**src/rtl/isr_pkg.sv**
```systemverilog
package isr_pkg;
  localparam int NUM_EVT = 3;

  localparam int BIT_TXDONE = 0;
  localparam int BIT_RXRDY  = 1;
  localparam int BIT_RXOVF  = 2;

  typedef logic [NUM_EVT-1:0] evt_vec_t;

  // control-word position of the enable for each status bit
  function automatic int en_pos(input int status_bit);
    case (status_bit)
      BIT_TXDONE: return 5;
      BIT_RXRDY:  return 4;
      default:    return 6;
    endcase
  endfunction
endpackage

```
**src/rtl/isr_enable_map.sv**
```systemverilog
module isr_enable_map
  import isr_pkg::*;
#(
  parameter int DATA_W = 32
) (
  input  logic [DATA_W-1:0] ctrl,
  output evt_vec_t          en
);
  for (genvar i = 0; i < NUM_EVT; i++) begin : g_map
    assign en[i] = ctrl[en_pos(i)];
  end

  logic unused_ctrl;
  assign unused_ctrl = ^ctrl;
endmodule

```
**src/rtl/isr_raw_reg.sv**
```systemverilog
module isr_raw_reg
  import isr_pkg::*;
(
  input  logic     clk,
  input  logic     rst,
  input  evt_vec_t evt,
  input  evt_vec_t clr,
  output evt_vec_t raw_q
);
  // event has priority over a clear of the same bit
  always_ff @(posedge clk) begin
    if (rst) raw_q <= '0;
    else     raw_q <= (raw_q & ~clr) | evt;
  end

  AST_RAW_RESET: assert property (@(posedge clk)
    rst |=> raw_q == '0);
  AST_EVT_SETS: assert property (@(posedge clk) disable iff (rst)
    (evt != '0) |=> ((raw_q & $past(evt)) == $past(evt)));
  AST_CLR_DROPS: assert property (@(posedge clk) disable iff (rst)
    ((clr & ~evt) != '0) |=> ((raw_q & $past(clr & ~evt)) == '0));
  AST_EVT_BEATS_CLR: assert property (@(posedge clk) disable iff (rst)
    ((clr & evt) != '0) |=> ((raw_q & $past(clr & evt)) == $past(clr & evt)));
  AST_RAW_HOLD: assert property (@(posedge clk) disable iff (rst)
    (clr == '0 && evt == '0) |=> $stable(raw_q));
endmodule

```
**src/rtl/isr_mask_reg.sv**
```systemverilog
module isr_mask_reg
  import isr_pkg::*;
#(
  parameter bit STICKY = 1'b1
) (
  input  logic     clk,
  input  logic     rst,
  input  evt_vec_t en,
  input  evt_vec_t raw,
  output evt_vec_t masked_d,
  output evt_vec_t masked_q
);
  if (STICKY) begin : g_sticky
    always_comb masked_d = masked_q | (en & raw);

    AST_MASK_NEVER_FALLS: assert property (@(posedge clk) disable iff (rst)
      1'b1 |=> ((masked_q & $past(masked_q)) == $past(masked_q)));
  end else begin : g_plain
    always_comb masked_d = en & raw;

    AST_MASK_EMPTIES: assert property (@(posedge clk) disable iff (rst)
      (raw == '0) |=> (masked_q == '0));
  end

  always_ff @(posedge clk) begin
    if (rst) masked_q <= '0;
    else     masked_q <= masked_d;
  end

  AST_MASK_FOLLOWS: assert property (@(posedge clk) disable iff (rst)
    ((en & raw) != '0) |=> ((masked_q & $past(en & raw)) == $past(en & raw)));
endmodule

```
**src/rtl/isr_unit.sv**
```systemverilog
module isr_unit
  import isr_pkg::*;
#(
  parameter int          DATA_W   = 32,
  parameter int          ADDR_W   = 4,
  parameter bit          STICKY   = 1'b1,
  parameter logic [3:0]  CLR_ADDR = 4'h5
) (
  input  logic              clk,
  input  logic              rst,
  input  logic [2:0]        evt_pulse,
  input  logic [DATA_W-1:0] ctrl_word,
  input  logic              bus_wr,
  input  logic [ADDR_W-1:0] bus_addr,
  input  logic [DATA_W-1:0] bus_wdata,
  output logic [DATA_W-1:0] raw_status,
  output logic [DATA_W-1:0] masked_status,
  output logic              irq
);
  localparam int PAD_W = DATA_W - NUM_EVT;

  evt_vec_t en, clr, raw_q, masked_d, masked_q;
  logic     clr_hit;
  logic     irq_q;

  assign clr_hit = bus_wr && (bus_addr == ADDR_W'(CLR_ADDR));
  assign clr     = clr_hit ? bus_wdata[NUM_EVT-1:0] : '0;

  logic unused_wdata;
  assign unused_wdata = ^bus_wdata[DATA_W-1:NUM_EVT];

  isr_enable_map #(.DATA_W(DATA_W)) u_map (
    .ctrl (ctrl_word),
    .en   (en)
  );

  isr_raw_reg u_raw (
    .clk   (clk),
    .rst   (rst),
    .evt   (evt_pulse),
    .clr   (clr),
    .raw_q (raw_q)
  );

  isr_mask_reg #(.STICKY(STICKY)) u_mask (
    .clk      (clk),
    .rst      (rst),
    .en       (en),
    .raw      (raw_q),
    .masked_d (masked_d),
    .masked_q (masked_q)
  );

  // registered line aligned with the masked register
  always_ff @(posedge clk) begin
    if (rst) irq_q <= 1'b0;
    else     irq_q <= |masked_d;
  end

  assign raw_status    = {{PAD_W{1'b0}}, raw_q};
  assign masked_status = {{PAD_W{1'b0}}, masked_q};
  assign irq           = irq_q;

  AST_IRQ_LEVEL: assert property (@(posedge clk) disable iff (rst)
    irq == (masked_status != '0));
  AST_IRQ_RESET: assert property (@(posedge clk)
    rst |=> !irq);
endmodule

```
**config.mk**
```make
export PLATFORM = sky130hd
export DESIGN_NAME = isr_unit
export DESIGN_NICKNAME = d
export VERILOG_FILES = /design/src/rtl/isr_pkg.sv /design/src/rtl/isr_enable_map.sv /design/src/rtl/isr_raw_reg.sv /design/src/rtl/isr_mask_reg.sv /design/src/rtl/isr_unit.sv
export SDC_FILE = /design/constraint.sdc
export NUM_CORES = 1
export LEC_CHECK = 0
export BUFFER_PORTS_ARGS = -buffer_cell sky130_fd_sc_hd__buf_4
export CORE_AREA = 2 2 60 62
export DETAILED_ROUTE_END_ITERATION = 12
export DIE_AREA = 0 0 62 64
export PLACE_DENSITY = 0.73
export REMOVE_ABC_BUFFERS = 1
export SYNTH_ARGS = -nofsm -noshare
export SYNTH_HDL_FRONTEND = slang
export SYNTH_HIERARCHICAL = 1
export SYNTH_SLANG_ARGS = --single-unit
```
**constraint.sdc**
```tcl
create_clock -name clk -period 0.8 [get_ports clk]
set_input_delay 0.24 -clock clk [delete_from_list [all_inputs] [get_ports clk]]
set_output_delay 0.24 -clock clk [all_outputs]
set_load 0.02 [all_outputs]
```
==> flow_summary.yaml <==
setup_path:
  r2r_cells: 4
  cp-end-kind: "primary output"
  path_class: "flip-flop to primary output"
  r2r-start: "u_raw/raw_q[2]"
  crit_chain: "buf_6"
  ff2ff_setup_slack_ns: -0.04
  slowest_stage: "dfxtp_2"
  critical_path_required_ns: 0.56
  cp-endpoint: "raw_status[0]"
  cp-start-kind: "flip-flop"
  slowest_delay_ns: 0.35
  critical_path_arrival_ns: 0.70
  crit_path_start: "u_raw/raw_q[0]"
  r2r_end: "irq"
  crit_family: "flip-flops"
  cp_num_cells: 1
  path_buf_inv: 1
  path_max_fanout: 3
finish:
  nets: 192
  layout_common_cells: "conb_1 (58), buf_4 (15), buf_6 (8)"
  antenna_cells: 0
  syn2layout_area_growth_pct: 8.33
  final_core_util_pct: 24.3
  layout_commonest_cell: "conb_1"
  final_layout_size_suffix_gt1_share_pct: 29.9
placed_design:
  place_congestion: 0.595
  numPortBuffers: 22
  dp_slack_ns: -0.228
sta:
  layout_setup_ws_ns: -0.143
  finalHoldViolations: 0
  rsz0062_at_grt: "true"
  finalCritPeriodShare_pct: 118
  period_needed_ns: 0.943
  finalSetupViolCount: 9
  setup_tns_ns: -0.962
  finClkSkew_ns: 0.00131
  max_freq_mhz: 1060
  report.final.slew_viol_count: 0
routing:
  ant_nets: 0
  drt_iter0_drc: 9
  wl_met3_um: 249
  via_per_inst: 2.93
  drt_first_pass_iters: 2
  wl_met2_um: 502
  wl_met1_um: 285
  routed.top_layer: "met4"
  routedWlPerCell_um: 6.42
  vias: 477
  drcViolationCount: 0
  totalWireLength_mm: 1.05
worst_hold_path:
  hold_path.class: "primary input to flip-flop"
power:
  p_clk_share_pct: 26.0
  power.density_nw_per_um2: 1460
  combPwrFrac_pct: 39.5
  ir_drop_uv: 250
  p_sw_share_pct: 39.6
  sequentialPowerShare_pct: 34.5
  switching_power_w: 0.000461
  leakagePower_nw: 0.462
  p_int_w: 0.000701
run_status:
  status: "finished with violations"
  violations: "setup timing"
clocking:
  root_buffer: "clkbuf_4"
  cts_htree_levels: 1
  clock_latency_ns: 0.24
  clkSinkCount: 7
  cts.clk_slew.worst_paths_ns: 0.05
  cts_buffers: 3
  cts_tree: "yes"
  cts_hold_buf: 0
  cts_buffer_depth: 2
grt:
  first_global_vias: 339
  overflow: 0
  grt_usage_pct: 4.36
  antenna_found_initial: 0
  grt_pass1_wl_mm: 1.25
  grt_max_degree: 8
flow_run:
  drv_cap: 0
logic_synthesis:
  netlist-cell-type-count: 11
  syn_area_per_cell_um2: 7.83
  yosys_warnings: 6
  synth-seq-cells: 7
  synthCells: 94
  syn_area_um2: 736
  ys_seq_area_share_pct: 19.0
floorplan:
  start_util_pct: 22.4
  die_area_um2: 3970
  die_w_um: 62
  die_y_um: 64
  rows: 21
  ios: 139
  core_region_area_um2: 3280
-- metal layers --
metal | global-route usage [%] | up-vias
met5 | 0 | -
met3 | 0.607 | 2
met2 | 8.46 | 61
li1 | - | 217
met4 | 3.99 | 0
met1 | 3.29 | 197
-- power groups by stage --
stage / registers (W) / logic [W] / clock network, W
after floorplan: 0.000429 / 0.000283 / 0
after global placement: 0.000398 / 0.000420 / 0
after detailed placement: 0.000399 / 0.000425 / 0
after CTS: 0.000401 / 0.000450 / 0.000320
after global routing: 0.000403 / 0.000499 / 0.000353
final: 0.000401 / 0.000459 / 0.000302
-- cells by family after synthesis --
logic type / Yosys count / synth area share, %
buffers and inverters: 64 / 63.8
and+or+nand+nor: 16 / 11.6
DFF: 7 / 19.0
AOI/OAI and AO/OA: 6 / 5.10
other: 1 / 0.510
-- state kept, by name (all words and copies together) (netlist names) --
name and flops:
u_mask/masked_q 3, u_raw/raw_q 3, irq 1
-- cells in the mapped netlist (all sizes together) --
cell | number | area share [%]
nand2 | 3 | 1.5
nor3 | 4 | 2.7
nand2b | 5 | 4.3
dfxtp | 7 | 19
a21o | 3 | 3.1
conb | 1 | 0.51
nor2 | 1 | 0.51
a21oi | 3 | 2.0
buf | 61 | 62
nor2b | 3 | 2.6
inv | 3 | 1.5
-- area by class of cell --
type	count	area [µm²]
multi-input combinational	80	350
sequential	7	149
clock buffer	4	26.3
timing repair buffer	23	203
inverter	3	11.3
tap	46	57.6
fill	361	2490
-- metrics by stage --
step	instances	hold slack [ns]	power (W)	area, µm²
floorplan	90	0.309	0.000711	492
global placement	158	0.460	0.000819	714
detailed placement	158	0.478	0.000823	714
CTS	163	0.206	0.00117	787
global route	163	0.202	0.00125	797
finish	163	0.212	0.00116	797
-- worst min path at each step --
stage | start | end | slack (ns) | cells after the start
5_1_grt | rst | irq | 0.20 | 2
4_1_cts | rst | irq | 0.21 | 2
2_1_floorplan | rst | u_raw/raw_q[0] | 0.31 | 1
6_report | rst | u_raw/raw_q[2] | 0.21 | 2
3_3_place_gp | rst | u_raw/raw_q[2] | 0.46 | 2
3_5_place_dp | rst | u_raw/raw_q[2] | 0.48 | 2
-- timing repair --
item | CTS | global route
pin swaps | 0 | 0
endpoints found under the setup margin | 8 | 10
hold endpoints to repair | 0 | 0
buffers inserted | 1 | 0
gates resized for setup | 15 | 2
No activity file was read; power rests on OpenSTA's default activity.
